--- src/rtl/cfg_vault.sv ---
module cfg_vault #(
  parameter int ADDR_W = 4,
  parameter int DATA_W = 8,
  parameter int SIG_W  = 64
) (
  input  logic              clk,
  input  logic              rst_n,
  input  logic              cmd_valid,
  output logic              cmd_ready,
  input  logic [2:0]        cmd_op,
  input  logic [ADDR_W-1:0] cmd_addr,
  input  logic [DATA_W-1:0] cmd_wdata,
  output logic              rsp_valid,
  output logic [DATA_W-1:0] rsp_data,
  output logic              rsp_inhibit,
  output logic              preload_valid,
  output logic [ADDR_W-1:0] preload_addr,
  output logic [DATA_W-1:0] preload_data,
  output logic              secured
);
  localparam int FUSE_WORDS = 1 << ADDR_W;
  localparam int SIG_BYTES  = SIG_W / DATA_W;
  localparam int SIG_AW     = $clog2(SIG_BYTES);

  localparam logic [2:0] OP_FUSE_WR = 3'd0;
  localparam logic [2:0] OP_FUSE_RD = 3'd1;
  localparam logic [2:0] OP_SIG_WR  = 3'd2;
  localparam logic [2:0] OP_SIG_RD  = 3'd3;
  localparam logic [2:0] OP_PRELOAD = 3'd4;
  localparam logic [2:0] OP_SECURE  = 3'd5;
  localparam logic [2:0] OP_ERASE   = 3'd6;

  logic [DATA_W-1:0] fuse_q [FUSE_WORDS];
  logic [DATA_W-1:0] sig_q  [SIG_BYTES];
  logic              accept, guarded, blocked;
  logic [SIG_AW-1:0] sig_idx;
  logic [DATA_W-1:0] rd_val;

  assign cmd_ready = ~rsp_valid;
  assign accept    = cmd_valid & cmd_ready;
  assign sig_idx   = cmd_addr[SIG_AW-1:0];
  assign guarded   = (cmd_op == OP_FUSE_WR) | (cmd_op == OP_FUSE_RD) | (cmd_op == OP_PRELOAD);
  assign blocked   = secured & guarded;

  always_comb begin
    rd_val = '0;
    if (cmd_op == OP_FUSE_RD && !blocked) rd_val = fuse_q[cmd_addr];
    else if (cmd_op == OP_SIG_RD)         rd_val = sig_q[sig_idx];
  end

  always_ff @(posedge clk) begin
    if (!rst_n) begin
      rsp_valid     <= 1'b0;
      rsp_data      <= '0;
      rsp_inhibit   <= 1'b0;
      preload_valid <= 1'b0;
      preload_addr  <= '0;
      preload_data  <= '0;
      secured       <= 1'b0;
      for (int i = 0; i < FUSE_WORDS; i++) fuse_q[i] <= '0;
      for (int i = 0; i < SIG_BYTES; i++)  sig_q[i]  <= '0;
    end else begin
      rsp_valid     <= accept;
      rsp_data      <= accept ? rd_val : '0;
      rsp_inhibit   <= accept & blocked;
      preload_valid <= accept & ~blocked & (cmd_op == OP_PRELOAD);
      if (accept && !blocked && cmd_op == OP_PRELOAD) begin
        preload_addr <= cmd_addr;
        preload_data <= cmd_wdata;
      end
      if (accept && !blocked) begin
        case (cmd_op)
          OP_FUSE_WR: fuse_q[cmd_addr] <= cmd_wdata;
          OP_SIG_WR:  sig_q[sig_idx]   <= cmd_wdata;
          OP_SECURE:  secured          <= 1'b1;
          OP_ERASE: begin
            secured <= 1'b0;
            for (int i = 0; i < FUSE_WORDS; i++) fuse_q[i] <= '0;
            for (int i = 0; i < SIG_BYTES; i++)  sig_q[i]  <= '0;
          end
          default: ;
        endcase
      end
    end
  end
endmodule


--- config.mk ---
export PLATFORM = sky130hd
export DESIGN_NAME = cfg_vault
export DESIGN_NICKNAME = d
export VERILOG_FILES = /design/src/rtl/cfg_vault.sv
export SDC_FILE = /design/constraint.sdc
export NUM_CORES = 1
export LEC_CHECK = 0
export BUFFER_PORTS_ARGS = -buffer_cell sky130_fd_sc_hd__buf_4
export CAP_MARGIN = 20
export CORE_MARGIN = 2
export CORE_UTILIZATION = 56
export DETAILED_ROUTE_END_ITERATION = 8
export PLACE_DENSITY = 0.87
export SLEW_MARGIN = 30
export SYNTH_ARGS = -nofsm -noshare
export SYNTH_HDL_FRONTEND = slang
export SYNTH_SLANG_ARGS = --single-unit
--- constraint.sdc ---
create_clock -name clk -period 2.8 [get_ports clk]
set_clock_uncertainty 0.05 [all_clocks]
set_input_delay 0.56 -clock clk [delete_from_list [all_inputs] [get_ports clk]]
set_output_delay 0.56 -clock clk [all_outputs]
set_load 0.02 [all_outputs]
==> run_results.csv, run 1 <==
group,metric,value,unit
sta,hold_viol_final,0,
setup_path,cp_max_fo,8,
route,vias,5965,
layout,multi_input_area,3340,um^2
placed_design,port_buffers,42,
setup_path,required,2.96,ns
setup_path,critPathLaunchType,"register",
layout,final_common_cell,"and2_1",
global_route,antenna_found_initial,0,
synthesis,synth_top_area_share,0.583,
sta,setup_viol,0,
setup_path,criticalPathCategory,"reg -> reg",
clock_tree,cts_buffer_depth,3,
synthesis,synth-async-reset-ratio,0,
layout,nFillCells,1173,
die,start_util,0.572,
synthesis,yosysTopAreaCell,"edfxtp_1",
die,chipHeight,137,um
clock_tree,clk_latency,0.51,ns
placed_design,hpwl,15300,um
setup_path,cp-end-kind,"register",
layout,layout_common_cells,"and2_1, edfxtp_1, buf_4",
sta,final_max_slew_viol_count,0,
route,post-route-drc-count,0,
die,coreArea,17300,um^2
sta,rsz0062_at_grt,"false",
layout,final_layout_size_suffix_gt1_frac,0.235,
sta,slew_headroom,0.461,
route,drt-initial-drc-count,610,
route,routed_wl,22800,um
route,detail_route.wl_per_cell,23.3,um
sta,tightest_slew,0.803,ns
layout,area_delta_synth_final,13.4,%
synthesis,synth-seq-cells,216,
clock_tree,path_clk_slew,0.06,ns
clock_tree,h-tree-depth,1,
clock_tree,cts_tree,"built",
pwr,max-vdd-ir-drop,0.551,mV
setup_path,crit_arrival,2.53,ns
sta,min_period,2.37,ns
layout,final_nets,756,
synthesis,netlist_area,9890,um^2
route,vias_per_cell,6.09,
route,firstDrtPassIters,5,
synthesis,ys_seq_area_frac,0.632,
global_route,track_usage,0.249,
pwr,leakage,4.29,nW
route,postRouteAntennaNets,0,
pwr,powerDensity,625,nW/um^2
synthesis,synth_warnings,0,
die,die_w,137,um
global_route,grt_max_degree,34,
die,design.die.area,18700,um^2
placed_design,place_congestion,0.891,
clock_tree,clock_sinks,216,
clock_tree,cts_root_buf,"clkbuf_16",
clock_tree,cts-hold-fix-buffers,0,
global_route,grt_pass1_wl,34400,um
sta,fmax,422,MHz
synthesis,synth_edf_count,192,
sta,final.period_utilization,0.846,
synthesis,syn_area_per_cell,14.6,um^2
layout,final_cell_area,11200,um^2
layout,n_antenna_cell,0,
outcome,status,"complete, no violations",
layout,ff_latch_area,6250,um^2
synthesis,synthFlopType,"edfxtp_1",
sta,tns,0,ns
job,drv_cap,0,
clock_tree,cts_setup_buffers,0,
die,ioPinCount,43,
clock_tree,cts_buffers,22,
placed_design,dpl_cell_area,10500,um^2
synthesis,synth_nets,697,
clock_tree,post_cts_resized,0,
synthesis,synthTopCellsByArea,"edfxtp_1, and2_1, mux4_2, dfxtp_1, mux2i_1",
min_path,hold_path_class,"in -> reg",
global_route,grt_overflow,0,
die,rows,48,
global_route,grt_pass1_vias,5975,
synthesis,synth.distinct_cells,40,
synthesis,synth_cells,679,
[synthesized netlist by cell type (2+ instances only)]
| cell | instances |
|---|---|
| nand3_1 | 4 |
| nor2_4 | 7 |
| nor2_2 | 9 |
| clkbuf_8 | 2 |
| and2_1 | 193 |
| nor2_1 | 21 |
| buf_4 | 4 |
| nand3b_1 | 2 |
| a21oi_1 | 2 |
| a32oi_1 | 7 |
| dfxtp_1 | 24 |
| buf_6 | 3 |
| a22oi_1 | 14 |
| nand2_1 | 2 |
| mux2i_1 | 48 |
| buf_1 | 2 |
| buf_2 | 7 |
| mux4_2 | 34 |
| nor2b_1 | 4 |
| clkbuf_1 | 27 |
| inv_1 | 5 |
| edfxtp_1 | 192 |
| nand2b_1 | 5 |
| mux2_2 | 9 |
| nor3_1 | 3 |
| o21ai_0 | 30 |
| or3_1 | 6 |
[cell families (layout without fill, tap and decap cells)]
group / Yosys count / after routing / share of synthesized area
AOI/OAI and AO/OA: 55 / 55 / 0.0349
buffers and inverters: 54 / 129 / 0.0309
muxes: 91 / 91 / 0.136
and+or+nand+nor: 263 / 263 / 0.166
DFF: 216 / 216 / 0.632
[worst max-delay path, cell delays in order (launching register included)]
cell,delay [ns]
dfxtp_1,0.36
or4b_4,0.58
or3_1,0.56
o21ai_0,0.30
buf_4,0.22
[per-layer routing]
layer / wire [um] / global-route usage
met1: 8700 / 0.337
met2: 11500 / 0.416
met3: 2000 / 0.0419
met4: 640 / 0.0767
met5: 0 / 0
[per-stage QoR]
step | hold slack (ns) | utilization | cells | setup slack, ns | total power, mW
6_report | 0.249 | 0.648 | 979 | 0.432 | 7.00
5_1_grt | 0.260 | 0.648 | 979 | 0.346 | 7.17
4_1_cts | 0.243 | 0.648 | 979 | 0.464 | 7.01
3_5_place_dp | 0.448 | 0.609 | 939 | 0.165 | 4.25
3_3_place_gp | 0.431 | 0.609 | 939 | 0.184 | 4.22
2_1_floorplan | 0.498 | - | 679 | 0.0595 | 4.04
[final timing paths]
check,cells past startpoint,end,startpoint,slack (ns)
min reg2reg,2,preload_data[6],preload_data[6],0.46
max reg2reg,4,fuse_q[1][0],secured,0.43
min,2,rsp_inhibit,cmd_op[0],0.25
max,4,fuse_q[1][0],secured,0.43
[registers in the layout, summed over array words and instances (netlist names)]
signal and flops:
sig_q 64, secured 1, rsp_valid 1, preload_valid 1, fuse_q 128, rsp_data 8
preload_data 8, preload_addr 4, rsp_inhibit 1
[final cells by class]
class	instances	area share
Clock buffer	35	0.0589
Clock inverter	5	0.00245
Inverter	5	0.00167
Multi-Input combinational cell	409	0.297
Sequential cell	216	0.557
Tap cell	225	0.0251
Timing Repair Buffer	84	0.0574
[where the power goes]
| part | total, mW | internal [mW] | leakage [nW] | switching, mW |
|---|---|---|---|---|
| logic | 0.509 | 0.203 | 1.78 | 0.306 |
| registers | 3.69 | 3.63 | 2.17 | 0.0533 |
| clock network | 2.81 | 1.62 | 0.339 | 1.19 |
| total | 7.00 | 5.46 | 4.29 | 1.55 |
Note: power is estimated with default switching activity, not from simulation.
==> run 2: changes to the inputs <==
--- a/config.mk
+++ b/config.mk
@@ -8,9 +8,9 @@
 export BUFFER_PORTS_ARGS = -buffer_cell sky130_fd_sc_hd__buf_4
 export CAP_MARGIN = 20
 export CORE_MARGIN = 2
-export CORE_UTILIZATION = 56
+export CORE_UTILIZATION = 60
 export DETAILED_ROUTE_END_ITERATION = 8
-export PLACE_DENSITY = 0.87
+export PLACE_DENSITY = 0.89
 export SLEW_MARGIN = 30
 export SYNTH_ARGS = -nofsm -noshare
 export SYNTH_HDL_FRONTEND = slang
==> constraint.sdc (replaced) <==
create_clock -name clk -period 2.4 [get_ports clk]
set_clock_uncertainty 0.05 [all_clocks]
set_input_delay 0.48 -clock clk [delete_from_list [all_inputs] [get_ports clk]]
set_output_delay 0.48 -clock clk [all_outputs]
set_load 0.02 [all_outputs]
==> run 2 against run 1 <==
  * Global-route usage is 2.9 points higher
  * Clock power up 33%
  * First-iteration DRC count grew 22%
  * Sequential power grew 17%
  * Cell area grew 1.4%
  * Largest cell class unchanged
  * Wire length up 3.8%
  * Critical endpoint is now fuse_q[8][5]
  * Setup slack worse by 0.34 ns
  * Fmax up 2.4%
  * Register-to-register slack got worse by 0.34 ns
==> run_results.csv, run 2 (synthesis gave the netlist of run 1 again) <==
group,metric,value,unit
clock_tree,cts_buffers,22,
sta,min_period,2.31,ns
pwr,max-vdd-ir-drop,0.574,mV
pwr,powerDensity,759,nW/um^2
layout,area_delta_synth_final,15.0,%
sta,final_max_slew_viol_count,0,
setup_path,cp_max_fo,8,
sta,tightest_slew,0.938,ns
global_route,grt_pass1_vias,6247,
clock_tree,cts_buffer_depth,3,
layout,final_common_cell,"and2_1",
placed_design,port_buffers,42,
route,drt-initial-drc-count,745,
layout,final_nets,765,
setup_path,critPathLaunchType,"register",
setup_path,required,2.56,ns
layout,final_layout_size_suffix_gt1_frac,0.250,
clock_tree,h-tree-depth,1,
die,ioPinCount,43,
die,start_util,0.618,
clock_tree,clk_latency,0.50,ns
global_route,grt_pass1_wl,36800,um
pwr,total_power,8.63,mW
outcome,status,"complete, no violations",
die,design.die.area,17500,um^2
setup_path,startpoint,"secured",
route,detail_route.wl_per_cell,24.2,um
global_route,antenna_found_initial,0,
clock_tree,cts-hold-fix-buffers,0,
layout,final_cell_area,11400,um^2
route,firstDrtPassIters,7,
clock_tree,path_clk_slew,0.06,ns
min_path,hold_path_class,"in -> reg",
setup_path,reg2reg_slack,0.09,ns
die,chipHeight,132,um
global_route,grt_max_degree,45,
min_path,whs_path_depth,3,
die,rows,46,
job,drv_cap,0,
global_route,grt_overflow,0,
clock_tree,cts_tree,"built",
layout,layout_common_cells,"and2_1, edfxtp_1, buf_4",
min_path,hold_path.startpoint,"cmd_addr[3]",
pwr,leakage,4.38,nW
sta,rsz0062_at_grt,"false",
setup_path,r2r_start,"secured",
setup_path,cp-end-kind,"register",
setup_path,criticalPathCategory,"reg -> reg",
route,post-route-drc-count,0,
global_route,track_usage,0.277,
die,die_w,132,um
sta,fmax,432,MHz
route,vias,6106,
route,routed_wl,23700,um
sta,tns,0,ns
layout,utilization,0.711,
layout,largest_reg_flops,128,
layout,reg_top3,"fuse_q x128, sig_q x64",
sta,setup_viol,0,
placed_design,hpwl,15300,um
layout,n_antenna_cell,0,
setup_path,crit_arrival,2.48,ns
die,coreArea,16000,um^2
route,postRouteAntennaNets,0,
layout,largest_register,"fuse_q",
sta,final.period_utilization,0.964,
placed_design,dpl_cell_area,10600,um^2
setup_path,reg2reg_depth,5,
placed_design,place_congestion,0.919,
layout,nFillCells,974,
route,vias_per_cell,6.24,
sta,slew_headroom,0.358,
clock_tree,clock_sinks,216,
clock_tree,cts_root_buf,"clkbuf_16",
sta,hold_viol_final,0,
[run 2: cell types whose count changed in the layout (fill, tap and decap cells not counted)]
cell	delta
buf_4	+10
o21ai_0	-8
o21ai_1	+6
bufinv_16	+5
clkbuf_1	-3
clkbuf_8	-2
o21ai_2	+2
buf_12	-1
clkinv_2	+1
inv_6	-1
[run 2: power breakdown]
part	switching (mW)	internal [mW]	total [mW]
logic	0.368	0.240	0.608
registers	0.0637	4.24	4.30
clock network	1.38	2.35	3.73
total	1.81	6.83	8.63
[run 2: critical path, stage by stage, from the launching register on]
cell and delay [ns]:
dfxtp_1 0.37, or4b_4 0.59, or4_1 0.45, buf_4 0.21, o21ai_2 0.16, buf_4 0.19
[run 2: worst paths after layout]
| path | to |
|---|---|
| worst max-delay path | fuse_q[8][5] |
| worst min-delay path | preload_addr[3] |
| worst max register to register | fuse_q[8][5] |
| worst min register to register | preload_addr[2] |
[run 2: repair_timing]
action / in CTS / in global routing
endpoints found under the hold margin: 0 / 0
gates resized for setup: 0 / 1
endpoints found under the setup margin: 0 / 8
setup buffers: 0 / 0
[run 2: metal layers]
metal | GRT usage | up-vias | share of wire
met5 | 0 | - | 0
met4 | 0.0992 | 0 | 0.041
met3 | 0.0507 | 73 | 0.085
li1 | - | 2625 | -
met1 | 0.355 | 3028 | 0.36
met2 | 0.478 | 380 | 0.51
[run 2: through the flow]
step                hold slack [ns]  setup slack (ns)  std cells
floorplan                     0.498            -0.220        679
global placement              0.427           -0.0267        939
detailed placement            0.442           -0.0499        939
CTS                           0.224            0.0611        979
global route                  0.235            0.0164        979
finish                        0.232            0.0867        979
[run 2: final cells by class]
cell class / instances / area [um^2] / share of cell area
sequential: 216 / 6250 / 0.549
multi-input combinational: 409 / 3340 / 0.294
timing repair buffer: 93 / 698 / 0.0614
clock buffer: 30 / 622 / 0.0547
tap: 216 / 270 / 0.0238
clock inverter: 10 / 174 / 0.0153
inverter: 5 / 18.8 / 0.00165
